**config.mk**
```make
export PLATFORM = sky130hd
export DESIGN_NAME = pci_parity_unit
export DESIGN_NICKNAME = d
export VERILOG_FILES = /design/src/rtl/pci_parity_pkg.sv /design/src/rtl/parity_tree.sv /design/src/rtl/par_capture.sv /design/src/rtl/err_report.sv /design/src/rtl/pci_parity_unit.sv
export SDC_FILE = /design/constraint.sdc
export NUM_CORES = 1
export LEC_CHECK = 0
export BUFFER_PORTS_ARGS = -buffer_cell sky130_fd_sc_hd__buf_2
export CORE_MARGIN = 2
export CORE_UTILIZATION = 33
export DETAILED_ROUTE_END_ITERATION = 10
export PLACE_DENSITY = 0.74
export SYNTH_ARGS = -nofsm -noshare
export SYNTH_HDL_FRONTEND = slang
export SYNTH_SLANG_ARGS = --single-unit
```
**constraint.sdc**
```tcl
create_clock -name clk -period 1.07 [get_ports clk]
set_clock_uncertainty 0.1 [all_clocks]
set_input_delay 0.214 -clock clk [delete_from_list [all_inputs] [get_ports clk]]
set_output_delay 0.214 -clock clk [all_outputs]
set_load 0.05 [all_outputs]
```
**src/rtl/pci_parity_pkg.sv**
```systemverilog
package pci_parity_pkg;
  typedef enum logic [1:0] {
    PH_IDLE  = 2'd0,
    PH_ADDR  = 2'd1,
    PH_WDATA = 2'd2
  } phase_kind_e;

  typedef struct packed {
    logic        acc;
    phase_kind_e kind;
  } capture_t;
endpackage

```
**src/rtl/parity_tree.sv**
```systemverilog
module parity_tree #(
  parameter int W    = 36,
  parameter int LANE = 8
) (
  input  logic [W-1:0] vec,
  output logic         odd
);
  localparam int LANES = (W + LANE - 1) / LANE;
  localparam int PADW  = LANES * LANE;

  logic [PADW-1:0]  padded;
  logic [LANES-1:0] lane_x;

  always_comb begin
    padded = '0;
    padded[W-1:0] = vec;
  end

  for (genvar g = 0; g < LANES; g++) begin : g_lane
    assign lane_x[g] = ^padded[g*LANE +: LANE];
  end

  assign odd = ^lane_x;
endmodule

```
**src/rtl/par_capture.sv**
```systemverilog
module par_capture
  import pci_parity_pkg::*;
#(
  parameter int DATA_W = 32,
  parameter int BE_W   = 4
) (
  input  logic              clk,
  input  logic              rst_n,
  input  logic [DATA_W-1:0] bus_ad,
  input  logic [BE_W-1:0]   bus_cbe,
  input  logic              addr_phase,
  input  logic              wr_data_xfer,
  input  logic              rd_data_drive,
  output capture_t          cap_q,
  output logic              par_out,
  output logic              par_oe
);
  localparam int TOT_W = DATA_W + BE_W;

  logic        odd_now;
  phase_kind_e kind_now;
  logic        drive_q;

  parity_tree #(.W(TOT_W), .LANE(8)) u_tree (
    .vec ({bus_ad, bus_cbe}),
    .odd (odd_now)
  );

  always_comb begin
    if (addr_phase)        kind_now = PH_ADDR;
    else if (wr_data_xfer) kind_now = PH_WDATA;
    else                   kind_now = PH_IDLE;
  end

  always_ff @(posedge clk or negedge rst_n) begin
    if (!rst_n) begin
      cap_q   <= '{acc: 1'b0, kind: PH_IDLE};
      drive_q <= 1'b0;
    end else begin
      cap_q   <= '{acc: odd_now, kind: kind_now};
      drive_q <= rd_data_drive;
    end
  end

  assign par_out = cap_q.acc;
  assign par_oe  = drive_q;
endmodule

```
**src/rtl/err_report.sv**
```systemverilog
module err_report
  import pci_parity_pkg::*;
(
  input  logic     clk,
  input  logic     rst_n,
  input  capture_t cap_q,
  input  logic     bus_par_in,
  input  logic     parity_resp_en,
  input  logic     serr_en,
  output logic     perr_n_out,
  output logic     perr_oe,
  output logic     serr_drive_low,
  output logic     parity_err_pulse,
  output logic     sys_err_pulse
);
  logic mismatch, addr_err, data_err, perr_new, serr_new;
  logic low_q, high_q, det_q, serr_q;

  assign mismatch = cap_q.acc ^ bus_par_in;
  assign addr_err = mismatch && (cap_q.kind == PH_ADDR);
  assign data_err = mismatch && (cap_q.kind == PH_WDATA);
  assign perr_new = data_err && parity_resp_en;
  assign serr_new = addr_err && parity_resp_en && serr_en;

  always_ff @(posedge clk or negedge rst_n) begin
    if (!rst_n) begin
      low_q  <= 1'b0;
      high_q <= 1'b0;
      det_q  <= 1'b0;
      serr_q <= 1'b0;
    end else begin
      low_q  <= perr_new;
      high_q <= low_q && !perr_new;
      det_q  <= addr_err || data_err;
      serr_q <= serr_new;
    end
  end

  assign perr_n_out       = !low_q;
  assign perr_oe          = low_q || high_q;
  assign serr_drive_low   = serr_q;
  assign sys_err_pulse    = serr_q;
  assign parity_err_pulse = det_q;
endmodule

```
**src/rtl/pci_parity_unit.sv**
```systemverilog
module pci_parity_unit
  import pci_parity_pkg::*;
#(
  parameter int DATA_W = 32,
  parameter int BE_W   = 4
) (
  input  logic              clk,
  input  logic              rst_n,
  input  logic [DATA_W-1:0] bus_ad,
  input  logic [BE_W-1:0]   bus_cbe,
  input  logic              bus_par_in,
  input  logic              addr_phase,
  input  logic              wr_data_xfer,
  input  logic              rd_data_drive,
  input  logic              parity_resp_en,
  input  logic              serr_en,
  output logic              par_out,
  output logic              par_oe,
  output logic              perr_n_out,
  output logic              perr_oe,
  output logic              serr_drive_low,
  output logic              parity_err_pulse,
  output logic              sys_err_pulse
);
  capture_t cap_q;

  par_capture #(.DATA_W(DATA_W), .BE_W(BE_W)) u_cap (
    .clk           (clk),
    .rst_n         (rst_n),
    .bus_ad        (bus_ad),
    .bus_cbe       (bus_cbe),
    .addr_phase    (addr_phase),
    .wr_data_xfer  (wr_data_xfer),
    .rd_data_drive (rd_data_drive),
    .cap_q         (cap_q),
    .par_out       (par_out),
    .par_oe        (par_oe)
  );

  err_report u_err (
    .clk              (clk),
    .rst_n            (rst_n),
    .cap_q            (cap_q),
    .bus_par_in       (bus_par_in),
    .parity_resp_en   (parity_resp_en),
    .serr_en          (serr_en),
    .perr_n_out       (perr_n_out),
    .perr_oe          (perr_oe),
    .serr_drive_low   (serr_drive_low),
    .parity_err_pulse (parity_err_pulse),
    .sys_err_pulse    (sys_err_pulse)
  );
endmodule

```
==> impl_metrics.toml <==
[pwr]
vdd_drop_max_v = 0.0007896
power_density_mw_per_mm2 = 1451
power_leakage_nw = 0.4925

[setup_path]
path_class = "reg -> out"
endpoint_kind = "primary output"
rrSetupSlack_ns = -0.13
path_max_fanout = 2
arrival_ns = 1.03
r2r_start = "u_cap.par_out$_DFF_PN0_"
startpoint_type = "flip-flop"
r2r-end = "u_err.high_q$_DFF_PN0_"
crit_required_ns = 0.76
r2r_cells = 4

[floorplanning]
die_height_um = 46.04
std_cell_rows = 15
start_util_pct = 34.52
io_pins = 51
dieWidth_um = 46.04
die_area_mm2 = 0.002119
core_area_mm2 = 0.001689

[sta]
maxSlewViolCount = 0
slew_headroom_pct = 86.52
hold_ws_ns = 0.07255
period_needed_ns = 1.344
hold_viol = 0
worstMarginPinSlew_ns = 0.2013
rsz0062_at_grt = "true"
setup_ws_ns = -0.2736
fin_setup_tns_ns = -1.201
setup_viol = 11
fmax_mhz = 744.3
fin_crit_sh_pct = 125.6

[routing]
routed_wl_um = 1212
drc_errors = 0
antenna_left = 0
drtIter0Drc = 0
routedWlPerCell_um = 9.469
dr.pass1.iters = 1
vias = 562
viasPerCell = 4.391

[grt]
grt_start_max_net_pins = 9
grtUsageTotal_pct = 11.49
overflow = 0
antenna_found_initial = 0
grt_pass1_vias = 525
grt_pass1_wl_um = 1794

[layout]
drive_gt1_share_pct = 58.56
final_cells = 128
n_antenna_cell = 0
nNetsFinal = 157
syn2layout_area_growth_pct = 73.82
fillers = 150

[place]
place_hpwl_um = 931.6
gp_congestion = 0.7093
dp_cells = 120
pre_cts_ws_ns = -0.4939
place.port_buffers = 50

[hold_path]
worstHoldEndpoint = "u_cap.cap_q[1]$_DFF_PN0_"
worstHoldStart = "wr_data_xfer"
holdPathStages = 2
min_path_type = "in -> reg"

[cts]
cts.sinks = 8
cts_tree = "done"
clockBufferDepth = 2
path_clk_slew_ns = 0.06
root_buffer = "clkbuf_4"
clk_latency_ns = 0.25
cts_buffers = 3
cts_htree_levels = 1

[logic_synthesis]
syn_nets = 98
syn_area_um2 = 583.1
synth-seq-area-share_pct = 34.33
syn_inst = 54
ys_ff_latch = 8
yosysWarnings = 0
ys_types = 13
ys_top_cells_by_area = "xnor2_1 44%, dfrtp_1 34%, xor2_1 9.0%"
netlist.top_cell.by_area = "xnor2_1"
avgSynthCellArea_um2 = 10.80
synth.top_cell.area_share_pct = 43.56

[run]
maxCapViolCount = 0

[outcome]
violations = "negative setup slack"
status = "finished, violations left"
## synth_stat cells
master / count
nor3_1: 1
xnor3_1: 1
nor3b_1: 1
nor2_1: 1
or2_2: 1
dfrtp_1: 8
buf_4: 1
nor2b_1: 1
nand2_1: 2
xor2_1: 6
inv_1: 1
xnor2_1: 29
and2_1: 1
## metal layers
layer  GRT usage [%]  up-vias  share of wire [%]
li1                -      278                  -
met1           10.39      246                 30
met2           24.17       38                 60
met3           1.190        0                 11
met4           5.143        0                  0
met5               0        -                  0
## stage by stage
stage / cell area (um2) / power (mW) / util, %
after CTS: 964.7 / 1.423 / 57.11
after global routing: 1013 / 1.556 / 60.00
final: 1013 / 1.470 / 60.00
after detailed placement: 864.6 / 1.120 / 51.19
after global placement: 864.6 / 1.112 / 51.19
after floorplan: 600.6 / 0.9546 / -
## report_power, final
group,switching [mW],internal [mW]
sequential,0.0396,0.357
combinational,0.386,0.455
clock,0.104,0.129
total,0.529,0.941
## critical path, cell delays in order (launching register included)
cell     delay, ns
dfrtp_1       0.39
or2_4         0.24
buf_8         0.15
## worst max path at each step
| stage | startpoint | endpoint | slack, ns | depth (start not counted) |
|---|---|---|---|---|
| 2_1_floorplan | bus_ad[16] | u_cap.par_out$_DFF_PN0_ | -0.34 | 5 |
| 3_3_place_gp | bus_ad[16] | u_cap.par_out$_DFF_PN0_ | -0.50 | 6 |
| 3_5_place_dp | bus_ad[16] | u_cap.par_out$_DFF_PN0_ | -0.49 | 6 |
| 4_1_cts | u_err.high_q$_DFF_PN0_ | perr_oe | -0.25 | 2 |
| 5_1_grt | bus_ad[16] | u_cap.par_out$_DFF_PN0_ | -0.30 | 6 |
| 6_report | u_err.low_q$_DFF_PN0_ | perr_oe | -0.27 | 2 |
## sequential cells by signal, indices dropped and copies added (netlist names)
register,count
u_cap.par_out,1
u_cap.cap_q,2
u_err.parity_err_pulse,1
u_err.low_q,1
u_err.high_q,1
u_cap.par_oe,1
u_err.serr_drive_low,1
## area by class of cell
class | count | area (um2) | share of cell area [%]
clock buffer | 3 | 22.52 | 2.222
timing repair buffer | 55 | 346.6 | 34.20
sequential | 8 | 202.7 | 20.00
tap | 17 | 21.27 | 2.099
multi-input combinational | 44 | 414.1 | 40.86
inverter | 1 | 6.256 | 0.6173
## layout by cell type, fill, tap and decap left out
cell	synthesis	final
buf_4	1	2
dlygate4sd3_1	0	3
xnor2_1	29	26
xnor2_2	0	3
inv_4	0	1
nand2_1	2	2
dfrtp_2	0	2
buf_6	0	5
dfrtp_1	8	6
nor3b_2	0	1
clkbuf_4	0	3
and2_1	1	1
nor2b_1	1	1
nor2_1	1	1
nor3_2	0	1
xnor3_1	1	1
xor2_2	0	1
buf_2	0	43
buf_8	0	2
xor2_1	6	5
or2_4	0	1
## cell families after synthesis
group | after synthesis | synth area share, %
simple gates | 8 | 7.298
xor+xnor | 36 | 56.44
buf+inv | 2 | 1.931
flops | 8 | 34.33
## timing repair
item	4_1_cts	5_1_grt
setup buffers	0	2
endpoints found under the hold margin	10	0
pin swaps	1	4
setup endpoints to repair	10	11
gates resized for setup	15	7
hold buffers	3	0
(Power assumes the default switching activity.)
